<file path="src/rtl/defer_reg_decoder_pkg.sv">
// Shared definitions for the deferred-write register decoder.
// Assumes three registers per port, laid out as control, direction, data.
package defer_reg_decoder_pkg;

    // Register kind within one port; its value is the offset inside the port's group.
    typedef enum logic [1:0] {
        KIND_CTL  = 2'd0,
        KIND_DIR  = 2'd1,
        KIND_DATA = 2'd2
    } reg_kind_e;

    localparam int REGS_PER_PORT = 3;

    // Position of a register's strobe in the flattened strobe vector.
    function automatic int strobe_slot(input int port, input reg_kind_e kind);
        return port * REGS_PER_PORT + int'(kind);
    endfunction

endpackage

</file>
<file path="src/rtl/regsel_decode.sv">
// Address-to-strobe decoder for NPORT ports.
// Port p owns address 2p+1 (control register) and address 2p, which goes to the
// direction register when sel_bits[p] is 0 and to the data register when it is 1.
// Assumes: en is already qualified by phase and request; the output is purely combinational.
module regsel_decode
    import defer_reg_decoder_pkg::*;
#(
    parameter int NPORT = 2,
    localparam int AW   = (2 * NPORT > 1) ? $clog2(2 * NPORT) : 1,
    localparam int NREG = REGS_PER_PORT * NPORT
) (
    input  logic             en,
    input  logic [AW-1:0]    addr,
    input  logic [NPORT-1:0] sel_bits,
    output logic [NREG-1:0]  strobe
);

    for (genvar p = 0; p < NPORT; p++) begin : g_port
        logic hit_ctl;
        logic hit_side;

        // Match this port's two addresses.
        always_comb begin
            hit_ctl  = (addr == AW'(2 * p + 1));
            hit_side = (addr == AW'(2 * p));
        end

        // Route the match onto this port's three strobes.
        always_comb begin
            strobe[strobe_slot(p, KIND_CTL)]  = en & hit_ctl;
            strobe[strobe_slot(p, KIND_DIR)]  = en & hit_side & ~sel_bits[p];
            strobe[strobe_slot(p, KIND_DATA)] = en & hit_side &  sel_bits[p];
        end
    end

endmodule

</file>
<file path="src/rtl/wr_capture.sv">
// Write-side capture stage. It follows address and request at each clock while the
// bus phase is high, like a transparent latch, and holds them while the phase is low.
// A one-clock qualification arms the write only after the phase has been seen low.
// Assumes phase_hi is synchronous to clk.
module wr_capture #(
    parameter int AW = 2
) (
    input  logic          clk,
    input  logic          rst_n,
    input  logic          phase_hi,
    input  logic          req,
    input  logic [AW-1:0] addr,
    output logic [AW-1:0] held_addr,
    output logic          armed
);

    logic pending;

    // Follow address and request during the high phase, hold them otherwise.
    always_ff @(posedge clk) begin
        if (!rst_n) begin
            held_addr <= '0;
            pending   <= 1'b0;
        end else if (phase_hi) begin
            held_addr <= addr;
            pending   <= req;
        end
    end

    // Arm one clock after the phase is seen low; disarm as soon as it is high.
    always_ff @(posedge clk) begin
        if (!rst_n) begin
            armed <= 1'b0;
        end else if (phase_hi) begin
            armed <= 1'b0;
        end else begin
            armed <= pending;
        end
    end

endmodule

</file>
<file path="src/rtl/defer_reg_decoder.sv">
// Deferred-write peripheral register decoder (top).
// Reads decode the live address while the bus phase is high. Writes decode the
// address captured in the high phase and strobe in the following low phase.
// Assumes all inputs are synchronous to clk; strobes are active high.
module defer_reg_decoder
    import defer_reg_decoder_pkg::*;
#(
    parameter int NPORT = 2,
    localparam int AW   = (2 * NPORT > 1) ? $clog2(2 * NPORT) : 1,
    localparam int NREG = REGS_PER_PORT * NPORT
) (
    input  logic             clk,
    input  logic             rst_n,
    input  logic             phase_hi,
    input  logic             chip_sel,
    input  logic             rd_n,
    input  logic             wr_n,
    input  logic [AW-1:0]    addr,
    input  logic [NPORT-1:0] ctl_sel,
    output logic [NREG-1:0]  rd_en,
    output logic [NREG-1:0]  wr_en
);

    logic          rd_go;
    logic          wr_req;
    logic          wr_go;
    logic          wr_armed;
    logic [AW-1:0] wr_addr;

    // Qualify the read and write requests with chip select and phase.
    always_comb begin
        rd_go  = phase_hi & chip_sel & ~rd_n;
        wr_req = chip_sel & ~wr_n;
        wr_go  = wr_armed & ~phase_hi;
    end

    regsel_decode #(.NPORT(NPORT)) u_rd_dec (
        .en       (rd_go),
        .addr     (addr),
        .sel_bits (ctl_sel),
        .strobe   (rd_en)
    );

    wr_capture #(.AW(AW)) u_wr_cap (
        .clk       (clk),
        .rst_n     (rst_n),
        .phase_hi  (phase_hi),
        .req       (wr_req),
        .addr      (addr),
        .held_addr (wr_addr),
        .armed     (wr_armed)
    );

    regsel_decode #(.NPORT(NPORT)) u_wr_dec (
        .en       (wr_go),
        .addr     (wr_addr),
        .sel_bits (ctl_sel),
        .strobe   (wr_en)
    );

endmodule

</file>
<file path="config.mk">
export PLATFORM = sky130hd
export DESIGN_NAME = defer_reg_decoder
export DESIGN_NICKNAME = d
export VERILOG_FILES = /design/src/rtl/defer_reg_decoder_pkg.sv /design/src/rtl/regsel_decode.sv /design/src/rtl/wr_capture.sv /design/src/rtl/defer_reg_decoder.sv
export SDC_FILE = /design/constraint.sdc
export NUM_CORES = 1
export LEC_CHECK = 0
export ABC_CLOCK_PERIOD_IN_PS = 1100
export BUFFER_PORTS_ARGS = -buffer_cell sky130_fd_sc_hd__buf_2
export CAP_MARGIN = 20
export CORE_AREA = 2 2 39 41
export DETAILED_ROUTE_END_ITERATION = 10
export DIE_AREA = 0 0 41 43
export SYNTH_ARGS = -nofsm -noshare
export SYNTH_HDL_FRONTEND = slang
export SYNTH_SLANG_ARGS = --single-unit
</file>
<file path="constraint.sdc">
create_clock -name clk -period 1.1 [get_ports clk]
set_input_delay 0.165 -clock clk [delete_from_list [all_inputs] [get_ports clk]]
set_output_delay 0.165 -clock clk [all_outputs]
set_load 0.01 [all_outputs]
</file>
==> results_dict.tcl <==
set metrics [dict create \
    antenna_found_initial 0 \
    syn_to_final_growth_pct 84.4 \
    arrival_ps 1080 \
    hp-start "rst_n" \
    cts-root-buf "clkbuf_4" \
    ys.flop_type "dfxtp_1" \
    yosysTopAreaCellShare 0.302 \
    p_per_area_nw_per_um2 852 \
    grt_max_degree 12 \
    antenna_cells 0 \
    synth_area_leaders "dfxtp_1 30%, nor3_1 9.4%, nor4b_4 9.0%" \
    start_kind "flop" \
    endpoint_kind "output port" \
    fp.dieW_um 41 \
    fin_ws_ps -149 \
    period_share 1.14 \
    max_freq_ghz 0.801 \
    grt-ovfl-total 0 \
    avgSynthCellArea_um2 8.56 \
    synth_seq_cells 4 \
    yosysUniqueCellTypes 18 \
    dpl.hpwl_um 583 \
    grt_pass1_wl_um 1110 \
    place.gp.congestion 0.613 \
    tightestPinTransition_ps 205 \
    p_leak_nw 0.247 \
    remaining_drc_errors 0 \
    synth_top_family_by_area "simple AND/OR/NAND/NOR gates" \
    routedWlPerCell_um 9.92 \
    hold_viol 0 \
    hold_class "input port to flop" \
    wirelength_um 724 \
    yosys_warnings 0 \
    placed_area_um2 414 \
    synthTopCellsByCount "5 x nor3_1, 4 x dfxtp_1, 3 x nor2_1" \
    io_pins 22 \
    yosysMostFrequentCell "nor3_1" \
    drtIter0Drc 0 \
    cp_max_fo 4 \
    violations "setup timing" \
    rsz0062_at_grt "true" \
    port-buffer-count 21 \
    layout.nets 69 \
    synth_edf_count 0 \
    ir_drop_v 0.000697 \
    grt_pass1_vias 298 \
    drive_gt1_frac 0.667 \
    viasPerCell 4.38 \
    dr.pass1.iters 1 \
    syn_area_um2 265 \
    fp.dieH_um 43 \
    period_needed_ps 1250 \
    required_ps 940 \
    drv_slew 0 \
    syn_nets 41 \
    cts.clk_slew.worst_paths_ps 40 \
    cpMaxStageDelayCell "dfxtp_2" \
    cts_hold_buf 0 \
    final_cells 73 \
    yosys.area_share.simple 0.542 \
    synth_xor_area_frac 0 \
    placed_cells 70 \
    die-area_um2 1760 \
    ant_nets 0 \
    design.core.area_um2 1380 \
    synth_cells 31 \
    status "finished, violations left" \
    start_util 0.192 \
    grt.total_usage 0.0943 \
    cp-startpoint "u_wr_cap.held_addr[0]" \
    critical_path_class "flop to output port" \
    yosysTopAreaCell "dfxtp_1" \
    crit_chain "nand2b_4 > nor4b_4 > buf_2" \
    htree_levels 1 \
    vias 320 \
    critPathMaxStageDelay_ps 310 \
    path_buf_inv 1 \
    setup-violations-final 8 \
    row_count 14 \
    clock_path_buffers 2 \
    synth-compound-area-share 0.0708 \
    crit_family "simple AND/OR/NAND/NOR gates" \
    numCtsBuffers 3 \
    design_area_um2 489 \
    cts.sinks 4 \
    cap_violations 0 \
    async_reset_ff_frac 0 \
    r2r-start "u_wr_cap.pending" \
    relSlewSlack 0.862 \
    clock_skew_ps 0.0107 \
    synthAdderAreaFrac 0 \
    cts_tree "yes" \
    muxShareOfSynthArea 0.0377 \
    ys_seq_area_frac 0.302 \
    clk_latency_ps 230 \
]
-- cell type report --
cell class              count  area (µm²)
clock buffers               3        22.5
fillers                   152         895
inverters                   2        7.51
multi-input cells          24         218
flip-flops and latches      4        85.1
well taps                  16        20.0
repair buffers             24         136
-- state kept, by name, summed over array words and instances, names as in the netlist --
name / count
u_wr_cap.pending: 1
u_wr_cap.armed: 1
u_wr_cap.held_addr: 2
-- per-layer routing --
layer,global-route usage,share of wire,vias to the layer above
li1,-,-,165
met1,0.109,0.43,139
met2,0.141,0.45,16
met3,0.0628,0.12,0
met4,0.0200,0,0
met5,0,0,-
-- cells in the final DEF (no fill, tap or decap), types with 2 or more instances in the layout --
| cell type | instances |
|---|---|
| nor2_1 | 3 |
| dfxtp_1 | 2 |
| buf_2 | 19 |
| inv_1 | 2 |
| nor3_2 | 3 |
| nor4b_4 | 2 |
| nor3_1 | 2 |
| nand3b_1 | 2 |
| nand2_1 | 2 |
| clkbuf_4 | 4 |
| nand2b_4 | 2 |
| buf_4 | 3 |
-- per-stage QoR --
stage | util | worst slack (ps) | TNS (ps) | power [W] | hold slack (ps)
after floorplan | - | 83.9 | 0 | 0.000190 | 293
after global placement | 0.299 | -120 | -283 | 0.000228 | 418
after detailed placement | 0.299 | -125 | -276 | 0.000229 | 428
after CTS | 0.341 | -163 | -598 | 0.000421 | 184
after global routing | 0.354 | -234 | -1070 | 0.000446 | 196
final | 0.354 | -149 | -517 | 0.000417 | 185
-- path summary, 6_finish.rpt --
| kind | endpoint | slack, ps | cells past startpoint |
|---|---|---|---|
| min | u_wr_cap.held_addr[0] | 180 | 2 |
| max | wr_en[2] | -150 | 3 |
| max reg2reg | u_wr_cap.pending | 330 | 2 |
| min reg2reg | u_wr_cap.armed | 490 | 1 |
-- power by group --
part           internal, W  switching, W
Combinational    0.0000441     0.0000368
Sequential        0.000152    0.00000621
Clock             0.000122     0.0000561
-- what timing repair did --
item,in CTS,in global routing
gates resized for setup,7,4
setup buffers,0,0
pin swaps,2,0
setup endpoints to repair,10,10
-- cells by family (layout without fill, tap and decap cells) --
kind of cell | Yosys count | in the layout
buffers and inverters | 3 | 29
AND/OR/NAND/NOR | 21 | 21
flip-flops | 4 | 4
multiplexers | 1 | 1
AO/OA/AOI/OAI | 2 | 2
Note: power is estimated with default switching activity, not from simulation.
